--- src/rtl/seg_merge_pkg.sv ---
package seg_merge_pkg;

    typedef enum logic [1:0] {
        PH_IDLE,
        PH_ARMED,
        PH_PRE_TAIL,
        PH_DATA
    } phase_e;

    typedef struct packed {
        logic edge_seen;
        logic strip;
        logic hit;
    } strip_ev_t;

    function automatic logic [31:0] sat_max(input int w);
        return (32'd1 << w) - 32'd1;
    endfunction

endpackage

--- src/rtl/sat_counter.sv ---
module sat_counter #(
    parameter int W = 10
) (
    input  logic         clk,
    input  logic         rst,
    input  logic         clr,
    input  logic         inc,
    output logic [W-1:0] cnt
);
    localparam logic [W-1:0] MAXV = {W{1'b1}};

    always_ff @(posedge clk) begin
        if (rst || clr)
            cnt <= '0;
        else if (inc && cnt != MAXV)
            cnt <= cnt + 1'b1;
    end

    AST_SAT_HOLD: assert property (@(posedge clk) disable iff (rst)
        (cnt == MAXV && !clr) |=> cnt == MAXV) else $error("sat hold");
    AST_NO_WRAP: assert property (@(posedge clk) disable iff (rst)
        !clr |=> cnt >= $past(cnt)) else $error("counter wrapped");
endmodule

--- src/rtl/strobe_qualifier.sv ---
module strobe_qualifier
    import seg_merge_pkg::*;
#(
    parameter int LONG_CYC = 4
) (
    input  logic      clk,
    input  logic      rst,
    input  logic      start_i,
    input  logic      stop_i,
    input  logic      strobe_i,
    input  logic      hit_i,
    output strip_ev_t ev,
    output logic      active_o
);
    localparam int HC_W = $clog2(LONG_CYC + 1);
    localparam logic [HC_W-1:0] HC_LAST = HC_W'(LONG_CYC - 1);

    phase_e          phase;
    logic            strobe_q;
    logic [HC_W-1:0] hi_cnt;
    logic            rise;
    logic            go;

    assign rise     = strobe_i & ~strobe_q;
    assign active_o = (phase != PH_IDLE);
    assign go       = active_o & ~start_i & ~stop_i;

    always_comb begin
        ev           = '0;
        ev.edge_seen = go & rise;
        ev.strip     = go & rise & (phase == PH_DATA);
        ev.hit       = hit_i;
    end

    always_ff @(posedge clk) begin
        if (rst) begin
            phase    <= PH_IDLE;
            strobe_q <= 1'b0;
            hi_cnt   <= '0;
        end else begin
            strobe_q <= strobe_i;
            if (start_i) begin
                phase  <= PH_ARMED;
                hi_cnt <= '0;
            end else if (stop_i) begin
                phase  <= PH_IDLE;
                hi_cnt <= '0;
            end else begin
                case (phase)
                    PH_ARMED: begin
                        if (!strobe_i)
                            hi_cnt <= '0;
                        else if (hi_cnt == HC_LAST) begin
                            hi_cnt <= '0;
                            phase  <= PH_PRE_TAIL;
                        end else
                            hi_cnt <= hi_cnt + 1'b1;
                    end
                    PH_PRE_TAIL: if (!strobe_i) phase <= PH_DATA;
                    default: ;
                endcase
            end
        end
    end

    AST_NO_STRIP_BEFORE_PRE: assert property (@(posedge clk) disable iff (rst)
        $past(start_i) |-> !ev.strip) else $error("strip right after start");
endmodule

--- src/rtl/seg_accum.sv ---
module seg_accum
    import seg_merge_pkg::*;
#(
    parameter int SEG_N      = 16,
    parameter int SEG_STRIPS = 32,
    parameter int HIT_W      = 10
) (
    input  logic             clk,
    input  logic             rst,
    input  logic             clr,
    input  strip_ev_t        ev,
    output logic [SEG_N-1:0] map_o,
    output logic [HIT_W-1:0] hits_o
);
    localparam int NSTRIP = SEG_N * SEG_STRIPS;
    localparam int IDX_W  = $clog2(NSTRIP + 1);

    logic [IDX_W-1:0] idx;
    logic             take;
    logic [SEG_N-1:0] set_bits;

    assign take = ev.strip && (idx < IDX_W'(NSTRIP));

    for (genvar g = 0; g < SEG_N; g++) begin : g_seg
        assign set_bits[SEG_N-1-g] = take && ev.hit
            && (idx >= IDX_W'(g * SEG_STRIPS))
            && (idx <  IDX_W'((g + 1) * SEG_STRIPS));
    end

    always_ff @(posedge clk) begin
        if (rst || clr) begin
            idx   <= '0;
            map_o <= '0;
        end else if (take) begin
            idx   <= idx + 1'b1;
            map_o <= map_o | set_bits;
        end
    end

    sat_counter #(.W(HIT_W)) u_hits (
        .clk (clk),
        .rst (rst),
        .clr (clr),
        .inc (take & ev.hit),
        .cnt (hits_o)
    );

    AST_IDX_BOUND: assert property (@(posedge clk) disable iff (rst)
        idx <= IDX_W'(NSTRIP)) else $error("index overrun");
    AST_MAP_GROWS: assert property (@(posedge clk) disable iff (rst)
        !clr |=> (map_o & $past(map_o)) == $past(map_o)) else $error("map bit lost");
    AST_CLR_EMPTY: assert property (@(posedge clk) disable iff (rst)
        clr |=> (map_o == '0 && hits_o == '0)) else $error("clear failed");
endmodule

--- src/rtl/strip_seg_merger.sv ---
module strip_seg_merger
    import seg_merge_pkg::*;
#(
    parameter int SEG_N      = 16,
    parameter int SEG_STRIPS = 32,
    parameter int LONG_CYC   = 4,
    parameter int HIT_W      = 10,
    parameter int EDGE_W     = 10
) (
    input  logic              clk,
    input  logic              rst,
    input  logic              start_i,
    input  logic              stop_i,
    input  logic              strobe_i,
    input  logic              hit_i,
    output logic              valid_o,
    output logic [SEG_N-1:0]  seg_map_o,
    output logic [HIT_W-1:0]  hit_cnt_o,
    output logic [EDGE_W-1:0] edge_cnt_o
);
    strip_ev_t         ev;
    logic              active;
    logic [SEG_N-1:0]  live_map;
    logic [HIT_W-1:0]  live_hits;
    logic [EDGE_W-1:0] live_edges;
    logic              do_latch;

    strobe_qualifier #(.LONG_CYC(LONG_CYC)) u_qual (
        .clk      (clk),
        .rst      (rst),
        .start_i  (start_i),
        .stop_i   (stop_i),
        .strobe_i (strobe_i),
        .hit_i    (hit_i),
        .ev       (ev),
        .active_o (active)
    );

    seg_accum #(.SEG_N(SEG_N), .SEG_STRIPS(SEG_STRIPS), .HIT_W(HIT_W)) u_accum (
        .clk    (clk),
        .rst    (rst),
        .clr    (start_i),
        .ev     (ev),
        .map_o  (live_map),
        .hits_o (live_hits)
    );

    sat_counter #(.W(EDGE_W)) u_edges (
        .clk (clk),
        .rst (rst),
        .clr (start_i),
        .inc (ev.edge_seen),
        .cnt (live_edges)
    );

    assign do_latch = stop_i & active & ~start_i;

    always_ff @(posedge clk) begin
        if (rst) begin
            valid_o    <= 1'b0;
            seg_map_o  <= '0;
            hit_cnt_o  <= '0;
            edge_cnt_o <= '0;
        end else begin
            valid_o <= do_latch;
            if (do_latch) begin
                seg_map_o  <= live_map;
                hit_cnt_o  <= live_hits;
                edge_cnt_o <= live_edges;
            end
        end
    end

    AST_VALID_ONE_CYCLE: assert property (@(posedge clk) disable iff (rst)
        valid_o |=> !valid_o) else $error("valid too long");
    AST_START_BEATS_STOP: assert property (@(posedge clk) disable iff (rst)
        start_i |=> !valid_o) else $error("latched on start");
    AST_OUT_HOLD: assert property (@(posedge clk) disable iff (rst)
        !stop_i |=> $stable(seg_map_o) && $stable(hit_cnt_o)) else $error("output moved");
endmodule

--- config.mk ---
export PLATFORM = sky130hd
export DESIGN_NAME = strip_seg_merger
export DESIGN_NICKNAME = d
export VERILOG_FILES = /design/src/rtl/seg_merge_pkg.sv /design/src/rtl/sat_counter.sv /design/src/rtl/strobe_qualifier.sv /design/src/rtl/seg_accum.sv /design/src/rtl/strip_seg_merger.sv
export SDC_FILE = /design/constraint.sdc
export NUM_CORES = 1
export LEC_CHECK = 0
export BUFFER_PORTS_ARGS = -buffer_cell sky130_fd_sc_hd__buf_4
export CAP_MARGIN = 40
export CORE_MARGIN = 2
export CORE_UTILIZATION = 60
export DETAILED_ROUTE_END_ITERATION = 8
export GPL_TIMING_DRIVEN = 0
export PLACE_DENSITY = 0.82
export SLEW_MARGIN = 20
export SYNTH_ARGS = -nofsm -noshare
export SYNTH_HDL_FRONTEND = slang
export SYNTH_SLANG_ARGS = --single-unit
--- constraint.sdc ---
create_clock -name clk -period 7 [get_ports clk]
set_input_delay 1.4 -clock clk [delete_from_list [all_inputs] [get_ports clk]]
set_output_delay 1.4 -clock clk [all_outputs]
set_load 0.01 [all_outputs]
==> results of run 1 <==
## Yosys cell counts (2+ instances only)
cell	count	area share, %
a211oi_1	2	0.39
a21o_1	3	0.59
a21oi_1	56	7.4
a31oi_1	8	1.3
a41o_1	4	1.1
a41oi_1	8	1.8
and2_1	4	0.66
and3_1	5	0.82
and4_1	2	0.46
buf_1	2	0.20
buf_6	2	0.59
clkbuf_1	19	1.9
dfxtp_1	89	47
ha_1	9	3.0
inv_1	16	1.6
mux2i_1	3	0.79
nand2_1	90	8.9
nand2b_1	4	0.66
nand3_1	15	2.0
nand4_1	8	1.3
nor2_1	35	3.5
nor2b_1	2	0.33
nor3_1	6	0.79
nor4_1	2	0.33
nor4_4	3	1.7
o21ai_0	12	1.6
o311ai_0	2	0.46
o31ai_1	6	1.2
o41ai_1	2	0.46
or3_1	5	0.82
or4_1	6	1.2
xnor2_1	3	0.69
## flip-flops by register name, summed over array words and instances, names as in the netlist
register	cells
u_accum.idx	10
u_qual.strobe_q	1
u_accum.u_hits.cnt	10
hit_cnt_o	10
u_accum.map_o	16
u_qual.hi_cnt	3
u_edges.cnt	10
valid_o	1
seg_map_o	16
edge_cnt_o	10
u_qual.phase	2
## through the flow
step                      setup slack (ns)  cell area (um^2)  power (mW)  hold WS (ns)  utilization [%]
final                                4.089              4390      0.8694        0.4510            70.35
after global routing                 3.999              4390      0.8992        0.4717            70.35
after CTS                            4.098              4390      0.8701        0.4525            70.35
after detailed placement             3.740              4212      0.5559        0.4402            67.48
after global placement               3.752              4212      0.5546        0.4367            67.48
after floorplan                      4.040              3807      0.5427        0.4258                -
## worst register-to-register path: stages, from the launching register on
cell     delay (ns)
dfxtp_1        0.41
inv_1          0.09
ha_1           0.26
nor4b_1        0.69
nand2_1        0.29
or4_1          0.56
a21oi_1        0.16
## power by group through the flow
stage | Combinational [mW] | Sequential (mW) | Clock (mW)
2_1_floorplan | 0.0231 | 0.520 | 0
3_3_place_gp | 0.0349 | 0.520 | 0
3_5_place_dp | 0.0362 | 0.520 | 0
4_1_cts | 0.0363 | 0.508 | 0.326
5_1_grt | 0.0402 | 0.508 | 0.351
6_report | 0.0363 | 0.508 | 0.325
## layout make-up
cell class / count / area, um^2 / area share (%)
Buffer: 24 / 106.4 / 2.422
Inverter: 16 / 60.06 / 1.368
Clock inverter: 6 / 41.29 / 0.9404
Tap cell: 77 / 96.34 / 2.194
Sequential cell: 89 / 1782 / 40.58
Timing Repair Buffer: 41 / 307.8 / 7.011
Clock buffer: 10 / 137.6 / 3.135
Multi-Input combinational cell: 324 / 1859 / 42.35
## metal layers
metal  vias up  track usage [%]
li1       1704                -
met1      1645            34.89
met2       112            43.35
met3        10            5.440
met4         0            9.677
met5         -                0
## logic make-up after synthesis
family | Yosys count | synth area share (%)
and+or+nand+nor | 196 | 25.93
AOI/OAI and AO/OA | 113 | 18.47
DFF | 89 | 46.80
buffers and inverters | 40 | 4.371
adders and majority gates | 9 | 2.958
xor gates and xnor gates | 3 | 0.6902
muxes | 3 | 0.7887
## path summary, 6_finish.rpt
| path | slack [ns] | to |
|---|---|---|
| worst max-delay path | 4.09 | u_edges.cnt[3] |
| worst min-delay path | 0.45 | u_accum.map_o[11] |
| worst max register to register | 4.46 | u_edges.cnt[3] |
| worst min register to register | 0.45 | u_accum.map_o[11] |
==> impl_results.md, run 1 <==
- Placed Cells incl. Taps: 571
- Minimum clock period: 2.911 ns
- Layout Cells excl Fill: 587
- Avg WL per Cell: 15.64 um
- WP depth: 5
- CP cell instances: buf_4, nor4b_1, nand2_1, or4_1, a21oi_1
- Met1 Wirelength: 4.144 mm
- Worst Path Max Fanout: 7
- Setup violators final: 0
- Later-pin clock latency in the skew report: 0.37 ns
- Area grow syn2layout: 15.31%
- Fraction of registers with async set or reset after synthesis: 0%
- Via count: 3471
- Slowest CP cell: nor4b_1
- Global-route usage over all layers: 26.54%
- Slew HR: 43.12%
- Initial Utilization: 61.01%
- # Max-Cap Violations: 0
- DR iter-0 viols: 282
- Ant diodes: 0
- Routed WL: 9.178 mm
- Largest net degree at the start of global routing: 16
- Pleak: 1.546 nW
- Die Area: 0.006999 mm^2
- Met2 wire len: 4.396 mm
- Seq/Total Area, Yosys: 46.80%
- Register share of total power: 58.4%
- Final GP Congestion: 0.9317
- Clk pwr share: 37.4%
- Setup TNS: 0 ns
- Die width: 83.66 um
- Int Pwr: 0.6547 mW
- Slowest Stage Delay on Critical Path: 0.66 ns
- Htree depth: 3
- # rows: 29
- VDD IR max: 0.1173 mV
- Most frequent cells in the layout: 90 x nand2_1, 89 x dfxtp_1, 56 x a21oi_1
- Post-synth EDFFs: 0
- Number of global-route vias before repair: 3092
- Mean Syn Cell Area: 8.405 um^2
- Worst-margin pin slew: 0.8466 ns
- Vias/cell: 5.913
- Mapped cell area: 0.003807 mm^2
- Worst Path Arrival: 3.21 ns
- Hold Path Class: flip-flop to flip-flop
- Cells after Synth: 453
- Root buffer cell: clkbuf_8
- F_max: 343.5 MHz
- Buf+Inv Stages, Crit Path: 1
- Total congestion overflow: 0
- PwrDens: 198.0 mW/mm^2
- CP Capture Type: flip-flop
- CTS Buf Count: 9
- R2r startpoint: u_qual.phase[0]
- Clk sink count: 89
- Switching share of power: 24.70%
- Hold Startpoint: u_accum.map_o[11]
- Fill cell count: 547
- Post-synthesis cell type count: 52
- Syn_nets: 468
- Top FF cell, synth: dfxtp_1
- CP delay by family, top: simple AND/OR/NAND/NOR gates
- CTS tree: built
- Hold Violations, Final: 0
- Worst reg-to-reg path cell count: 6
- Clock Tree Buf Depth: 2
- Crit path from: start_i
- CP startpoint kind: input pin
- Kind of critical path: input pin to flip-flop
- First-pass GRT wire length: 14.88 mm
- # IOs: 43
- Synth warnings: 0
- Fin nets: 520
- DIE HEIGHT: 83.66 um
- Port buffer count: 41
- CORE AREA: 0.006241 mm^2
- Status: complete, no violations
- Worst EP required: 7.29 ns
- CTS-repair resized insts: 0
- Share of layout cells above drive strength 1: 13.53%
- Worst hold stages: 2
- Clk_skew: 0.01100 ns
- TritonRoute pass-1 iters: 5
- Final Max Slew Viols: 0
- Worst-path clk slew: 0.09 ns
- Final HPWL from detailed placement: 6.437 mm
- P_sw: 0.2147 mW
- Antenna violations before repair: 0
- RSZ-0062 raised after global routing: no
- #FFs+latches synth: 89
- Metal3 WL: 513 um
- Uppermost layer routed: met4
- Drc violations: 0
- Final Cycle Share: 41.59%
- Routed Antenna Nets: 0
- Setup Fix Bufs, Post-CTS: 0
- Post-CTS Hold Fix Bufs: 0
- Combinational power share: 4.2%
- Leading cell type in the layout, fill and taps excluded: nand2_1
Note: power is estimated with default switching activity, not from simulation.
==> run 2: changes to the inputs <==
Settings changed: ABC_AREA from default to 1, CORE_UTILIZATION 60 to 52, PLACE_DENSITY 0.82 to 0.75.
Clock period 7 ns to 2.5 ns, I/O delays scaled along.
==> run 2 against run 1 <==
Cell count up 20%. Register-to-register slack worse by 3.8 ns. Via count up 5.3%. Non-clock buffer count down 4. Sequential share of layout area down 2.4 points. Critical path depth up 3. Die area up 20%. Wire length up 3.1%. Setup slack worse by 3.5 ns. Critical path type is now flip-flop to flip-flop. Critical endpoint is now seg_map_o[6]. Highest routed layer unchanged.
==> impl_results.md, run 2 <==
- Status: complete, no violations
- Antenna violations before repair: 0
- Clk sink count: 89
- Worst Path Arrival: 2.17 ns
- Routed Antenna Nets: 0
- CP cell instances: inv_1, ha_1, nor2_4, inv_1, nor2_1, clkbuf_1, o21ai_0, a21oi_1
- P_sw: 0.6131 mW
- Global-route usage over all layers: 23.40%
- Final Cycle Share: 75.22%
- DR iter-0 viols: 198
- Fraction of registers with async set or reset after synthesis: 0%
- Seq/Total Area, Yosys: 44.61%
- Post-synth top area share: 44.61%
- CORE AREA: 0.007331 mm^2
- Switching share of power: 22.02%
- Post-synthesis cell type count: 33
- Clk pwr share: 41.8%
- Setup TNS: 0 ns
- Hold Violations, Final: 0
- Most frequent cells in the layout: 96 x nand2_1, 89 x dfxtp_1, 71 x inv_1
- CTS-repair resized insts: 0
- Minimum clock period: 1.880 ns
- Slew HR: 59.40%
- CP most frequent cell: inv_1
- Syn_nets: 560
- R2R Setup Slk: 0.62 ns
- Top-count cell post-synth: nand2_1
- Die Area: 0.008398 mm^2
- Share of layout cells above drive strength 1: 14.10%
- Final GP Congestion: 0.8848
- CTS tree: built
- CTS Buf Count: 9
- # Max-Cap Violations: 0
- Total congestion overflow: 0
- Int Pwr: 2.171 mW
- VDD IR max: 0.4971 mV
- Post-CTS Hold Fix Bufs: 0
- Ant diodes: 0
- Crit path from: u_qual.phase[0]
- Mean Syn Cell Area: 7.328 um^2
- Synth warnings: 0
- Vias/cell: 5.207
- Worst-path clk slew: 0.09 ns
- Final Max Slew Viols: 0
- Kind of critical path: flip-flop to flip-flop
- Largest net degree at the start of global routing: 15
- Setup Fix Bufs, Post-CTS: 0
- R2r endpoint: seg_map_o[6]
- Area grow syn2layout: 16.89%
- Slowest Stage Delay on Critical Path: 0.41 ns
- Avg WL per Cell: 13.48 um
- Worst reg-to-reg path cell count: 8
- Post-synth EDFFs: 0
- Worst EP required: 2.79 ns
- Drc violations: 0
- Final Power: 2.784 mW
- Slowest CP cell: clkbuf_1
- Routed WL: 9.460 mm
- R2r startpoint: u_qual.phase[0]
- Clk_skew: 0.006575 ns
- # rows: 31
- Multi-input logic area: 0.001826 mm^2
- Clock Tree Buf Depth: 2
- Synth area leader: dfxtp_1
- Pleak: 1.960 nW
- Fill cell count: 660
- Synth top cells by count: 96 x nand2_1, 89 x dfxtp_1, 71 x inv_1
- Hold Path Class: input pin to flip-flop
- TritonRoute pass-1 iters: 4
- Top FF cell, synth: dfxtp_1
- First-pass GRT wire length: 15.89 mm
- Register share of total power: 52.4%
- Layout Cells excl Fill: 702
- F_max: 531.8 MHz
- Number of global-route vias before repair: 3422
- Htree depth: 3
- RSZ-0062 raised after global routing: no
- Placed Cells incl. Taps: 686
- Fin nets: 613
- Via count: 3655
- Cells after Synth: 545
- Worst Path Max Fanout: 10
- Register Area: 0.001782 mm^2
- Port buffer count: 42
- Mapped cell area: 0.003994 mm^2
- PwrDens: 596.3 mW/mm^2
- Combinational power share: 5.8%
- Biggest regs: seg_map_o: 16 flops, u_accum.map_o: 16 flops
- #FFs+latches synth: 89
- CP startpoint kind: flip-flop
- DIE HEIGHT: 91.64 um
- Synth area leaders: dfxtp_1 45%, nand2_1 9.0%, a21oi_1 8.6%, inv_1 6.7%, nor2_1 5.6%
- # IOs: 43
- Root buffer cell: clkbuf_8
- Die width: 91.64 um
- Setup violators final: 0
- Final HPWL from detailed placement: 6.812 mm
- Worst setup path end: seg_map_o[6]
- Later-pin clock latency in the skew report: 0.35 ns
- Leading cell type in the layout, fill and taps excluded: nand2_1
- Worst-margin pin slew: 0.6091 ns
- Initial Utilization: 54.48%
- CP Capture Type: flip-flop
run 2: cell types whose count changed after synthesis, moves of 7 or more:
cell      before  now
inv_1         16   71
o21ai_0       12   45
nand3_1       15   41
nor2_1        35   60
a21oi_1       56   69
clkbuf_1      19    6
a41oi_1        8    0
a31oi_1        8    1
xor2_1         0    7
run 2: worst max-delay path: cells and delay by family, from the launching register on:
kind / cells / cell delay, ns
compound gates: 2 / 0.29
fa+ha+maj: 1 / 0.23
simple gates: 2 / 0.36
flops: 1 / 0.38
buf+inv: 3 / 0.56
run 2: power by group through the flow:
stage / Combinational [mW] / Sequential, mW / Clock, mW
CTS: 0.161 / 1.46 / 1.18
global placement: 0.157 / 1.49 / 0
finish: 0.161 / 1.46 / 1.16
detailed placement: 0.160 / 1.49 / 0
floorplan: 0.0725 / 1.50 / 0
global route: 0.176 / 1.46 / 1.23
run 2: metrics by stage:
stage                     setup slack [ns]  cell area, um^2  utilization, %  hold WS, ns
after floorplan                     0.9498             3994               -       0.4290
after global placement              0.7064             4433           60.47       0.4392
after detailed placement            0.6352             4433           60.47       0.4468
after CTS                           0.6142             4668           63.68       0.3293
after global routing                0.4613             4668           63.68       0.3285
final                               0.6196             4668           63.68       0.3406
run 2: area by class of cell:
class / count / area share [%]
buffer: 19 / 2.251
clock buffer: 11 / 2.814
clock inverter: 5 / 2.225
inverter: 75 / 6.031
multi-input combinational: 362 / 39.10
sequential: 89 / 38.17
tap: 99 / 2.653
timing repair buffer: 42 / 6.754
run 2: worst min path at each step:
stage / depth (start not counted) / startpoint / to / slack (ns)
after global routing: 2 / rst / u_qual.strobe_q / 0.33
after global placement: 2 / u_accum.map_o[9] / seg_map_o[9] / 0.44
after floorplan: 2 / u_qual.hi_cnt[2] / u_qual.hi_cnt[2] / 0.43
final: 2 / rst / u_qual.strobe_q / 0.34
after CTS: 2 / rst / u_qual.strobe_q / 0.33
after detailed placement: 2 / u_accum.map_o[9] / seg_map_o[9] / 0.45
run 2: cells by family (layout without fill, tap and decap cells):
| kind of cell | Yosys count | in the layout | share of synthesized area [%] |
|---|---|---|---|
| flops | 89 | 89 | 44.61 |
| fa+ha+maj | 9 | 9 | 2.820 |
| buf+inv | 94 | 152 | 9.680 |
| xor+xnor | 9 | 9 | 1.974 |
| compound gates | 121 | 121 | 15.60 |
| simple gates | 223 | 223 | 25.31 |
run 2: routing by layer:
layer / up-vias / part of all wire (%) / GRT usage, %
met5: - / 0 / 0
met4: 0 / 1.1 / 5.808
met3: 11 / 5.1 / 5.670
met2: 85 / 49 / 41.18
met1: 1690 / 45 / 28.71
li1: 1869 / - / -
